File: config.mk
export PLATFORM = sky130hd
export DESIGN_NAME = sdram_refresh_sched
export DESIGN_NICKNAME = d
export VERILOG_FILES = /design/src/rtl/rf_pkg.sv /design/src/rtl/rf_interval_timer.sv /design/src/rtl/rf_backlog.sv /design/src/rtl/rf_trc_timer.sv /design/src/rtl/sdram_refresh_sched.sv
export SDC_FILE = /design/constraint.sdc
export NUM_CORES = 1
export LEC_CHECK = 0
export BUFFER_PORTS_ARGS = -buffer_cell sky130_fd_sc_hd__buf_2
export CAP_MARGIN = 20
export CELL_PAD_IN_SITES_DETAIL_PLACEMENT = 0
export CELL_PAD_IN_SITES_GLOBAL_PLACEMENT = 1
export CORE_ASPECT_RATIO = 1.1
export CORE_MARGIN = 5
export CORE_UTILIZATION = 30
export CTS_CLUSTER_SIZE = 25
export DETAILED_ROUTE_END_ITERATION = 12
export PLACE_DENSITY = 0.63
export SYNTH_ARGS = -nofsm -noshare
export SYNTH_HDL_FRONTEND = slang
export SYNTH_HIERARCHICAL = 1
export SYNTH_SLANG_ARGS = --single-unit
File: constraint.sdc
create_clock -name clk -period 2.7 [get_ports clk]
set_input_delay 0.54 -clock clk [delete_from_list [all_inputs] [get_ports clk]]
set_output_delay 0.54 -clock clk [all_outputs]
set_load 0.02 [all_outputs]
File: src/rtl/rf_pkg.sv
package rf_pkg;
  // Cycles between refresh obligations, rounded down, less a safety margin.
  function automatic int interval_cycles(int refi_ps, int period_ps, int margin);
    return (refi_ps / period_ps) - margin;
  endfunction

  // A time converted to whole clock cycles, rounded up.
  function automatic int ceil_cycles(int t_ps, int period_ps);
    return (t_ps + period_ps - 1) / period_ps;
  endfunction

  // Counter width needed to hold values 0..n.
  function automatic int width_for(int n);
    return (n < 2) ? 1 : $clog2(n + 1);
  endfunction
endpackage

File: src/rtl/rf_interval_timer.sv
module rf_interval_timer #(
  parameter int INTERVAL = 1040
) (
  input  logic clk,
  input  logic rst_n,
  input  logic hold,
  output logic tick
);
  localparam int CW = rf_pkg::width_for(INTERVAL - 1);
  localparam logic [CW-1:0] LAST = CW'(INTERVAL - 1);

  logic [CW-1:0] cnt;

  always_ff @(posedge clk) begin
    if (!rst_n) begin
      cnt <= '0;
    end else if (!hold) begin
      cnt <= (cnt == LAST) ? '0 : cnt + CW'(1);
    end
  end

  assign tick = !hold && (cnt == LAST);
endmodule

File: src/rtl/rf_backlog.sv
module rf_backlog #(
  parameter int MAX = 8,
  parameter int BW  = 4
) (
  input  logic          clk,
  input  logic          rst_n,
  input  logic          clear,
  input  logic          inc,
  input  logic          dec,
  output logic [BW-1:0] level
);
  localparam logic [BW-1:0] FULL = BW'(MAX);

  always_ff @(posedge clk) begin
    if (!rst_n || clear) begin
      level <= '0;
    end else begin
      case ({inc, dec})
        2'b10:   if (level != FULL) level <= level + BW'(1);
        2'b01:   if (level != '0)   level <= level - BW'(1);
        default: level <= level;
      endcase
    end
  end
endmodule

File: src/rtl/rf_trc_timer.sv
module rf_trc_timer #(
  parameter int TRC_CYC = 9
) (
  input  logic clk,
  input  logic rst_n,
  input  logic load,
  output logic busy
);
  localparam int TW = rf_pkg::width_for(TRC_CYC);

  logic [TW-1:0] remain;

  always_ff @(posedge clk) begin
    if (!rst_n) begin
      remain <= '0;
    end else if (load) begin
      remain <= TW'(TRC_CYC);
    end else if (remain != '0) begin
      remain <= remain - TW'(1);
    end
  end

  assign busy = (remain != '0);
endmodule

File: src/rtl/sdram_refresh_sched.sv
module sdram_refresh_sched #(
  parameter int CLK_PERIOD_PS = 7500,
  parameter int REFI_PS       = 7812500,
  parameter int MARGIN_CYC    = 1,
  parameter int TRC_PS        = 65000,
  parameter int BACKLOG_MAX   = 8,
  parameter int BW            = rf_pkg::width_for(BACKLOG_MAX)
) (
  input  logic          clk,
  input  logic          rst_n,
  input  logic          self_ref_i,
  input  logic          all_idle_i,
  input  logic          grant_i,
  output logic          refresh_req_o,
  output logic          urgent_o,
  output logic          busy_o,
  output logic [BW-1:0] backlog_o
);
  localparam int INTERVAL = rf_pkg::interval_cycles(REFI_PS, CLK_PERIOD_PS, MARGIN_CYC);
  localparam int TRC_CYC  = rf_pkg::ceil_cycles(TRC_PS, CLK_PERIOD_PS);

  // Internal events, brought out as named wires for the checker.
  logic tick_w;
  logic accept_w;

  rf_interval_timer #(.INTERVAL(INTERVAL)) u_timer (
    .clk  (clk),
    .rst_n(rst_n),
    .hold (self_ref_i),
    .tick (tick_w)
  );

  assign refresh_req_o = (backlog_o != '0) && !self_ref_i;
  assign accept_w      = grant_i && refresh_req_o && all_idle_i && !busy_o;
  assign urgent_o      = (backlog_o == BW'(BACKLOG_MAX));

  rf_backlog #(.MAX(BACKLOG_MAX), .BW(BW)) u_backlog (
    .clk  (clk),
    .rst_n(rst_n),
    .clear(self_ref_i),
    .inc  (tick_w),
    .dec  (accept_w),
    .level(backlog_o)
  );

  rf_trc_timer #(.TRC_CYC(TRC_CYC)) u_trc (
    .clk  (clk),
    .rst_n(rst_n),
    .load (accept_w),
    .busy (busy_o)
  );
endmodule

## Word-level counts from Yosys, hierarchy flattened

Cells that the tools add are included.
Widths: inputs -> output; s select.

- Add/subtract/negate cells: 4
- Equal/unequal tests: 7
- Muxes and demuxes: 6
- Bitwise operators: 1
- Reductions and logical operators: 15

Operator list:

| cell | count |
|---|---|
| $mux 4 | 4 |
| $add 11x1->11 const B | 1 |
| $eq 11x11->1 const B | 1 |
| $mux 11 | 1 |
| $pmux 4 s2 | 1 |
| $reduce_bool 4->1 | 2 |
| $sub 4x1->4 const B | 2 |
| $logic_and 1x1->1 | 5 |
| $add 4x1->4 const B | 1 |
| $eq 4x4->1 const B | 1 |
| $ne 4x4->1 const B | 1 |
| $reduce_bool 2->1 | 2 |
| $logic_not 1->1 | 3 |
| $reduce_and 3->1 | 1 |
| $eq 2x1->1 const B | 1 |
| $eq 2x2->1 const B | 1 |
| $ne 2x1->1 const B | 1 |
| $ne 2x2->1 const B | 1 |
| $reduce_or 2->1 | 1 |
| $logic_or 1x1->1 | 1 |
| $not 1->1 | 1 |

- Bits in registers: 19
- Input bits: 5
- Output and inout bits: 7
- Word-level logic and storage cells: 37

## Longest topological paths before layout

Gate-level depths: netlist of run 1.

- Depth in word-level cells: 8
- Mapped depth: 13
- Gate-level depth less buffers: 12

## Cells and area by module

The synthesis of run 1 kept the hierarchy.

Modules (own cells, without submodules):

| module | times used | cells each | area an instance (µm²) | seq. area each (µm²) |
|---|---|---|---|---|
| rf_interval_timer | 1 | 56 | 545.5 | 220.2 |
| rf_backlog | 1 | 29 | 266.5 | 80.1 |
| rf_trc_timer | 1 | 23 | 207.7 | 80.1 |
| sdram_refresh_sched | 1 | 5 | 37.5 | 0.0 |

## Worst setup path before layout of run 1

Ideal clock, no wire load.

- Kind: reg-to-reg
- Start point: register u_trc.remain[0]
- End point: register u_backlog.level[2]
- Library setup time: 66 ps
- Arrival: 2,770 ps
- Data required time: 2,634 ps
- Slack: -137 ps
- Stages on the path, launching flop included: 14
- Path buffers: 1
- Clock period less this slack: 2,837 ps
- Path through: dfxtp_1 -> inv_1 -> ha_1 -> or3b_1 -> clkbuf_2 -> nand3b_1 -> nor3_1 -> nor2b_4 -> xor2_1 -> ha_1 -> nor2_1 -> mux2_4 -> a21o_1 -> a21oi_2

- Longest elaborated chain between the ends: 6
- Elaborated cells on any way between the ends: 10
- Those cells by class: 4 x eq/ne; 1 x mux; 5 x reduce/logical

RTL lines:

| element | line | source |
|---|---|---|
| from (decl) | rf_trc_timer.sv:11 | `logic [TW-1:0] remain;` |
| from (signal assigned) | rf_trc_timer.sv:17 | `remain <= TW'(TRC_CYC);` |
| from (signal assigned) | rf_trc_timer.sv:19 | `remain <= remain - TW'(1);` |
| $reduce_bool 4->1 (*) | rf_trc_timer.sv:23 | `assign busy = (remain != '0);` |
| named net busy_o | sdram_refresh_sched.sv:16 | `output logic busy_o,` |
| $logic_not 1->1 (*) | sdram_refresh_sched.sv:34 | `assign accept_w = grant_i && refresh_req_o && all_idle_i && !busy_o;` |
| $logic_and 1x1->1 (*) | sdram_refresh_sched.sv:34 |  |
| named net accept_w | sdram_refresh_sched.sv:24 | `logic accept_w;` |
| $eq 2x2->1 / $eq 2x1->1 (equally long branches) | rf_backlog.sv:18 | `case ({inc, dec})` |
| $ne 2x1->1 (no line) (tied with other cells) | -- |  |
| $reduce_and 3->1 (no line) | -- |  |
| to (signal assigned) | rf_backlog.sv:19 | `2'b10: if (level != FULL) level <= level + BW'(1);` |
| to (signal assigned) | rf_backlog.sv:20 | `2'b01: if (level != '0) level <= level - BW'(1);` |
| to (signal assigned) | rf_backlog.sv:21 | `default: level <= level;` |
| to (decl) | rf_backlog.sv:10 | `output logic [BW-1:0] level` |

The timed path passes the listed nets; every way through them passes the cells marked *.
A chain may end at the register's enable or synchronous reset.

## Worst setup path after layout of run 1

- Start point: register u_trc.remain[0]
- End point: register u_backlog.level[2]

- Longest elaborated chain between the ends: 6
- Elaborated cells on any way between the ends: 10
- Those cells by class: 4 x eq/ne; 1 x mux; 5 x reduce/logical

RTL lines:

| element | line |
|---|---|
| $reduce_bool 4->1 (*) | rf_trc_timer.sv:23 |
| $logic_not 1->1 (*) | sdram_refresh_sched.sv:34 |
| $logic_and 1x1->1 (*) | sdram_refresh_sched.sv:34 |
| named net accept_w | sdram_refresh_sched.sv:24 |
| $eq 2x2->1 / $eq 2x1->1 (equally long branches) | rf_backlog.sv:18 |
| $ne 2x1->1 (no line) (tied with other cells) | -- |
| $reduce_and 3->1 (no line) | -- |

Marked as above.

==> results of run 1 <==
-- cell usage after synthesis, types with 2 or more instances --
master and count:
xnor2_1 4, o21ai_0 2, or3_1 2, xor2_1 5, nor3_1 5, ha_1 4, o31ai_1 4, nand2_1 5
inv_1 6, nand3b_1 2, nand3_1 3, mux2i_1 4, dfxtp_1 19, a21oi_1 9, nor2_1 11, nand2b_1 3
nand4_1 2, or4_1 4
-- power groups by stage --
| stage | logic [uW] | registers, uW | clock network [uW] |
|---|---|---|---|
| global route | 265 | 344 | 169 |
| finish | 236 | 338 | 144 |
| CTS | 241 | 340 | 155 |
| detailed placement | 239 | 346 | 0 |
| floorplan | 183 | 338 | 0 |
| global placement | 232 | 343 | 0 |
-- metal layers --
layer	wire [um]	share of wire (%)	GRT usage, %
met4	18	0.88	2.03
met5	0	0	0
met3	90	4.4	4.02
met1	980	48	11.0
met2	952	47	15.9
-- final cells by class --
cell class	count	area share, %
clock buffer	4	2.14
inverter	6	1.83
multi-input combinational	87	53.3
sequential	19	31.0
tap	48	4.89
timing repair buffer	15	6.92
-- cell families (layout without fill, tap and decap cells) --
logic type               after synthesis  in the layout  synth area share (%)
buffers and inverters                  7             25                  2.60
AND/OR/NAND/NOR                       49             49                  29.0
flip-flops                            19             19                  36.0
XOR/XNOR                               9              9                  7.46
adder cells (fa/ha/maj)                4              4                  4.73
multiplexers                           5              5                  5.21
AO/OA/AOI/OAI                         20             20                  15.0
-- how the worst max path moves through the flow --
stage | to | slack (ps) | cells after the start
floorplan | u_backlog/level[2] | 2 | 13
global placement | u_backlog/level[2] | 270 | 11
detailed placement | u_backlog/level[2] | 200 | 12
CTS | u_backlog/level[2] | 160 | 12
global route | u_backlog/level[2] | 30 | 12
finish | u_backlog/level[2] | 170 | 12
-- per-stage QoR --
stage,instance area (um2),total power [uW],cells,hold slack (ps)
after floorplan,1060,521,113,452
after global placement,1200,575,175,462
after detailed placement,1200,585,175,485
after CTS,1230,735,179,501
after global routing,1230,778,179,538
final,1230,718,179,493
-- critical path: cells and delay by family (launching register included) --
kind	cells	cell delay, ps
AND/OR/NAND/NOR	5	970
flip-flops	1	350
adder cells (fa/ha/maj)	2	350
AO/OA/AOI/OAI	2	290
multiplexers	1	270
XOR/XNOR	1	170
buffers and inverters	1	80
-- registers in the layout (all words and copies together), names as in the netlist --
| signal | cells |
|---|---|
| u_backlog/level | 4 |
| u_timer/cnt | 11 |
| u_trc/remain | 4 |
==> impl_metrics.csv, run 1 <==
group,metric,value,unit
power,swShare,32.3,%
worst_setup_path,worst_setup_path_end_kind,"register",
synthesis,yosys_warnings,6,
cts,cts_hold_buf,0,
worst_setup_path,crit_start,"u_trc/remain[0]",
worst_hold_path,hold_path_end,"u_timer/cnt[10]",
power,p_switching,232,uW
synthesis,ys_types,37,
sta,setup_tns,0,ps
power,pwr_density_cell,584,nW/um2
global_route,grt_pass1_wl,3520,um
cts,cts_inserted_buffers,3,
synthesis,yosysSeqAreaShare,36.0,%
cells_and_area,layout_common_cells,"dfxtp_1 (19), nor2_1 (11), buf_2 (11)",
cells_and_area,fillCellCount,354,
power,max-vdd-ir-drop,0.000257,V
worst_setup_path,reg2reg_slack,170,ps
floorplanning,dieArea,4810,um2
power,leakage,0.000480,uW
detailed_routing,vias,848,
worst_setup_path,cp-start-kind,"register",
detailed_routing,wire_per_inst,11.4,um
sta,slew-limit-headroom,57.9,%
cts,clk_pin_slew,110,ps
synthesis,synth_top_cell_area_share,36.0,%
detailed_routing,routed_via_density,4.74,
cells_and_area,syn_to_final_growth,16.2,%
sta,finalMaxSlewViolations,0,
sta,fin_worst_skew,4.16,ps
worst_setup_path,rr_startpoint,"u_trc/remain[0]",
place,io_buffers,11,
global_route,grt-ovfl-total,0,
detailed_routing,drt_wl_total,2040,um
synthesis,ys_async_sr_fraction,0,%
floorplanning,core_area,3360,um2
worst_hold_path,worstHoldPathType,"register to register",
power,pwr-share-comb,32.9,%
sta,rsz0062_at_grt,"no",
cells_and_area,layout_commonest_cell,"dfxtp_1",
sta,fin_crit_sh,93.6,%
run_status,outcome,"completed",
run,cap_violations,0,
detailed_routing,detail-route-antenna-nets,0,
cts,htree_levels,1,
worst_hold_path,hold_start,"u_timer/cnt[10]",
sta,finalSetupViolations,0,
synthesis,syn_avg_cell_area,9.36,um2
floorplanning,fp.dieH,72.3,um
cts,clk_path_buf_depth,2,
synthesis,synth_edf_count,0,
synthesis,synthesis.nets,122,
cts,cts_num_sinks,19,
global_route,grt_pass1_vias,819,
place,place_ws,201,ps
cells_and_area,multi_input_area,654,um2
worst_setup_path,path_max_fanout,4,
cts,cts_tree,"done",
place,place_hpwl,1540,um
floorplanning,start_util,31.5,%
floorplanning,pin_count,12,
sta,final.min_clock_period,2530,ps
cts,clockRootBuffer,"clkbuf_4",
place,gp_congestion,0.786,
detailed_routing,drtIter0Drc,33,
worst_setup_path,crit_top_cell,"ha_1",
detailed_routing,drc,0,
cells_and_area,finalCoreUtilization,36.6,%
cells_and_area,insertedDiodeCount,0,
cells_and_area,drive_gt1_share,22.9,%
floorplanning,rows,22,
synthesis,synth-seq-cells,19,
worst_setup_path,worstPathRequired,2940,ps
worst_setup_path,worstSetupPathType,"register to register",
power,p_seq_share,47.1,%
global_route,grt.total_usage,9.39,%
synthesis,yosysTopAreaCell,"dfxtp_1",
sta,fmax,0.396,GHz
worst_setup_path,critPathMaxStageDelay,370,ps
worst_setup_path,slowest_stage,"or3b_1",
synthesis,synth_ff_type,"dfxtp_1",
sta,tightest_slew,629,ps
global_route,grt_max_degree,11,
power,p_int,486,uW
detailed_routing,dr.pass1.iters,4,
cts,clkLatencyLatePin,290,ps
sta,finalWorstSetupSlack,172,ps
worst_setup_path,worstPathCellList,"inv_1 -> ha_1 -> or3b_1 -> nand3b_1 -> nor3_2 -> nor2b_4 -> xor2_1 -> ha_1 -> nor2_1 -> mux2_4 -> a21o_1 -> a21oi_2",
synthesis,syn-instance-count,113,
floorplanning,dieWidth,66.6,um
sta,final-hold-violation-count,0,
cts,postCtsSetupBuffers,0,
cells_and_area,fin_nets,141,
cells_and_area,seqCellArea,380,um2
worst_hold_path,whs_path_depth,2,
synthesis,synth.area.top_cells,"dfxtp_1 (36%), ha_1 (4.7%), a21oi_1 (4.3%)",
synthesis,syn_area,1060,um2
worst_setup_path,reg2reg_depth,12,
power,clockPowerShare,20.0,%
global_route,antenna_found_initial,0,
worst_setup_path,reg2reg_to,"u_backlog/level[2]",
cts,cts_resized,0,
worst_setup_path,arrival,2770,ps
No activity file was read; power rests on OpenSTA's default activity.
==> run 2: changes to the inputs <==
--- a/config.mk
+++ b/config.mk
@@ -12,9 +12,10 @@
 export CORE_ASPECT_RATIO = 1.1
 export CORE_MARGIN = 5
 export CORE_UTILIZATION = 30
+export CTS_BUF_LIST = sky130_fd_sc_hd__clkbuf_16
 export CTS_CLUSTER_SIZE = 25
 export DETAILED_ROUTE_END_ITERATION = 12
-export PLACE_DENSITY = 0.63
+export PLACE_DENSITY = 0.71
 export SYNTH_ARGS = -nofsm -noshare
 export SYNTH_HDL_FRONTEND = slang
 export SYNTH_HIERARCHICAL = 1
==> impl_metrics.csv, run 2 (synthesized netlist as in run 1, its figures left out) <==
group,metric,value,unit
power,swShare,29.0,%
cells_and_area,largest_reg_flops,11,
sta,finalMaxSlewViolations,0,
cells_and_area,top_regs,"u_timer/cnt (11), u_backlog/level (4), u_trc/remain (4)",
worst_setup_path,arrival,2720,ps
global_route,grt_max_degree,12,
cells_and_area,fillCellCount,346,
floorplanning,rows,22,
worst_setup_path,cp-start-kind,"register",
cells_and_area,syn_to_final_growth,22.0,%
cts,cts_resized,0,
sta,final-hold-violation-count,0,
sta,final.min_clock_period,2530,ps
floorplanning,pin_count,12,
floorplanning,dieWidth,66.6,um
worst_setup_path,reg2reg_slack,170,ps
worst_setup_path,worstSetupPathType,"register to register",
worst_setup_path,reg2reg_to,"u_backlog/level[2]",
detailed_routing,drt_wl_total,2060,um
worst_setup_path,reg2reg_depth,12,
cells_and_area,fin_nets,142,
floorplanning,fp.dieH,72.3,um
cts,postCtsSetupBuffers,0,
cts,clkLatencyLatePin,250,ps
place,gp_congestion,0.834,
cts,htree_levels,1,
cts,cts_num_sinks,19,
detailed_routing,drc,0,
global_route,grt_pass1_wl,3750,um
worst_hold_path,hold_path_end,"u_timer/cnt[10]",
cts,cts_tree,"done",
detailed_routing,detail-route-antenna-nets,0,
worst_hold_path,hold_start,"u_timer/cnt[10]",
global_route,antenna_found_initial,0,
global_route,grt.total_usage,9.68,%
run,cap_violations,0,
cells_and_area,largest_register,"u_timer/cnt",
worst_hold_path,whs_path_depth,2,
cells_and_area,finalCoreUtilization,38.4,%
worst_setup_path,rr_startpoint,"u_trc/remain[0]",
cells_and_area,fin_area,1290,um2
place,place_hpwl,1550,um
power,pwr-share-comb,26.9,%
worst_setup_path,path_max_fanout,4,
sta,fin_crit_sh,93.7,%
sta,rsz0062_at_grt,"no",
cts,cts_inserted_buffers,3,
place,postPlaceCellArea,1210,um2
cts,cts_hold_buf,0,
power,pwr_density_cell,685,nW/um2
worst_setup_path,worstPathRequired,2890,ps
detailed_routing,routed_via_density,4.73,
cts,clk_pin_slew,60,ps
detailed_routing,wire_per_inst,11.5,um
global_route,grt-ovfl-total,0,
cells_and_area,layout_commonest_cell,"dfxtp_1",
power,clockPowerShare,34.9,%
sta,finalSetupViolations,0,
sta,setup_tns,0,ps
sta,fmax,0.395,GHz
worst_setup_path,worst_setup_path_end_kind,"register",
power,leakage,0.000510,uW
power,p_seq_share,38.3,%
power,p_switching,256,uW
power,max-vdd-ir-drop,0.000272,V
cts,clk_path_buf_depth,2,
sta,tightest_slew,603,ps
floorplanning,dieArea,4810,um2
place,io_buffers,11,
sta,fin_worst_skew,2.34,ps
cells_and_area,drive_gt1_share,24.2,%
detailed_routing,vias,852,
floorplanning,core_area,3360,um2
sta,slew-limit-headroom,59.7,%
power,p_int,628,uW
run_status,outcome,"completed",
global_route,grt_pass1_vias,887,
cells_and_area,insertedDiodeCount,0,
worst_hold_path,worstHoldPathType,"register to register",
detailed_routing,dr.pass1.iters,4,
detailed_routing,drtIter0Drc,35,
cts,clockRootBuffer,"clkbuf_16",
floorplanning,start_util,31.5,%
cells_and_area,layout_common_cells,"dfxtp_1 (19), nor2_1 (11), buf_2 (11)",
## run 2: through the flow
stage          std cells  hold WS (ps)  total power (uW)  worst slack, ps
2_1_floorplan        113           452               521             1.77
3_3_place_gp         176           463               574              293
3_5_place_dp         176           472               584              191
4_1_cts              180           480               896              172
5_1_grt              180           543               938             18.1
6_report             180           481               884              171
## run 2: how the worst max path moves through the flow
stage / from / to / slack [ps] / cells after the start
floorplan: u_trc/remain[0] / u_backlog/level[2] / 2 / 13
global placement: u_trc/remain[0] / u_backlog/level[2] / 290 / 12
detailed placement: u_trc/remain[0] / u_backlog/level[2] / 190 / 12
CTS: u_trc/remain[0] / u_backlog/level[2] / 170 / 12
global route: u_trc/remain[0] / u_backlog/level[2] / 20 / 12
finish: u_trc/remain[0] / u_backlog/level[2] / 170 / 12
## run 2: final cells by class
type,count,area [um2],share of cell area [%]
inverters,6,22.5,1.75
multi-input cells,87,654,50.7
flip-flops and latches,19,380,29.5
well taps,48,60.1,4.66
clock inverters,1,5.00,0.388
clock buffers,3,75.1,5.82
repair buffers,16,92.6,7.18
## run 2: power by group through the flow
stage                     Combinational (uW)  Sequential, uW  Clock [uW]
after floorplan                          183             338           0
after global placement                   231             343           0
after detailed placement                 239             344           0
after CTS                                242             338         317
after global routing                     262             343         333
final                                    237             338         308
## run 2: per-layer routing
layer	vias to the layer above	part of all wire, %	track usage (%)
met5	-	0	0
met4	0	0	0.677
met3	0	5.7	3.87
met2	19	48	16.5
met1	383	47	11.9
li1	450	-	-
## run 2: critical path, stage by stage, from the launching register on
cell	delay (ps)
dfxtp_1	330
inv_1	90
ha_1	170
or3b_1	360
nand3b_1	180
nor3_2	140
nor2b_4	230
xor2_1	180
ha_1	190
nor2_1	50
mux2_4	270
a21o_1	180
a21oi_2	100
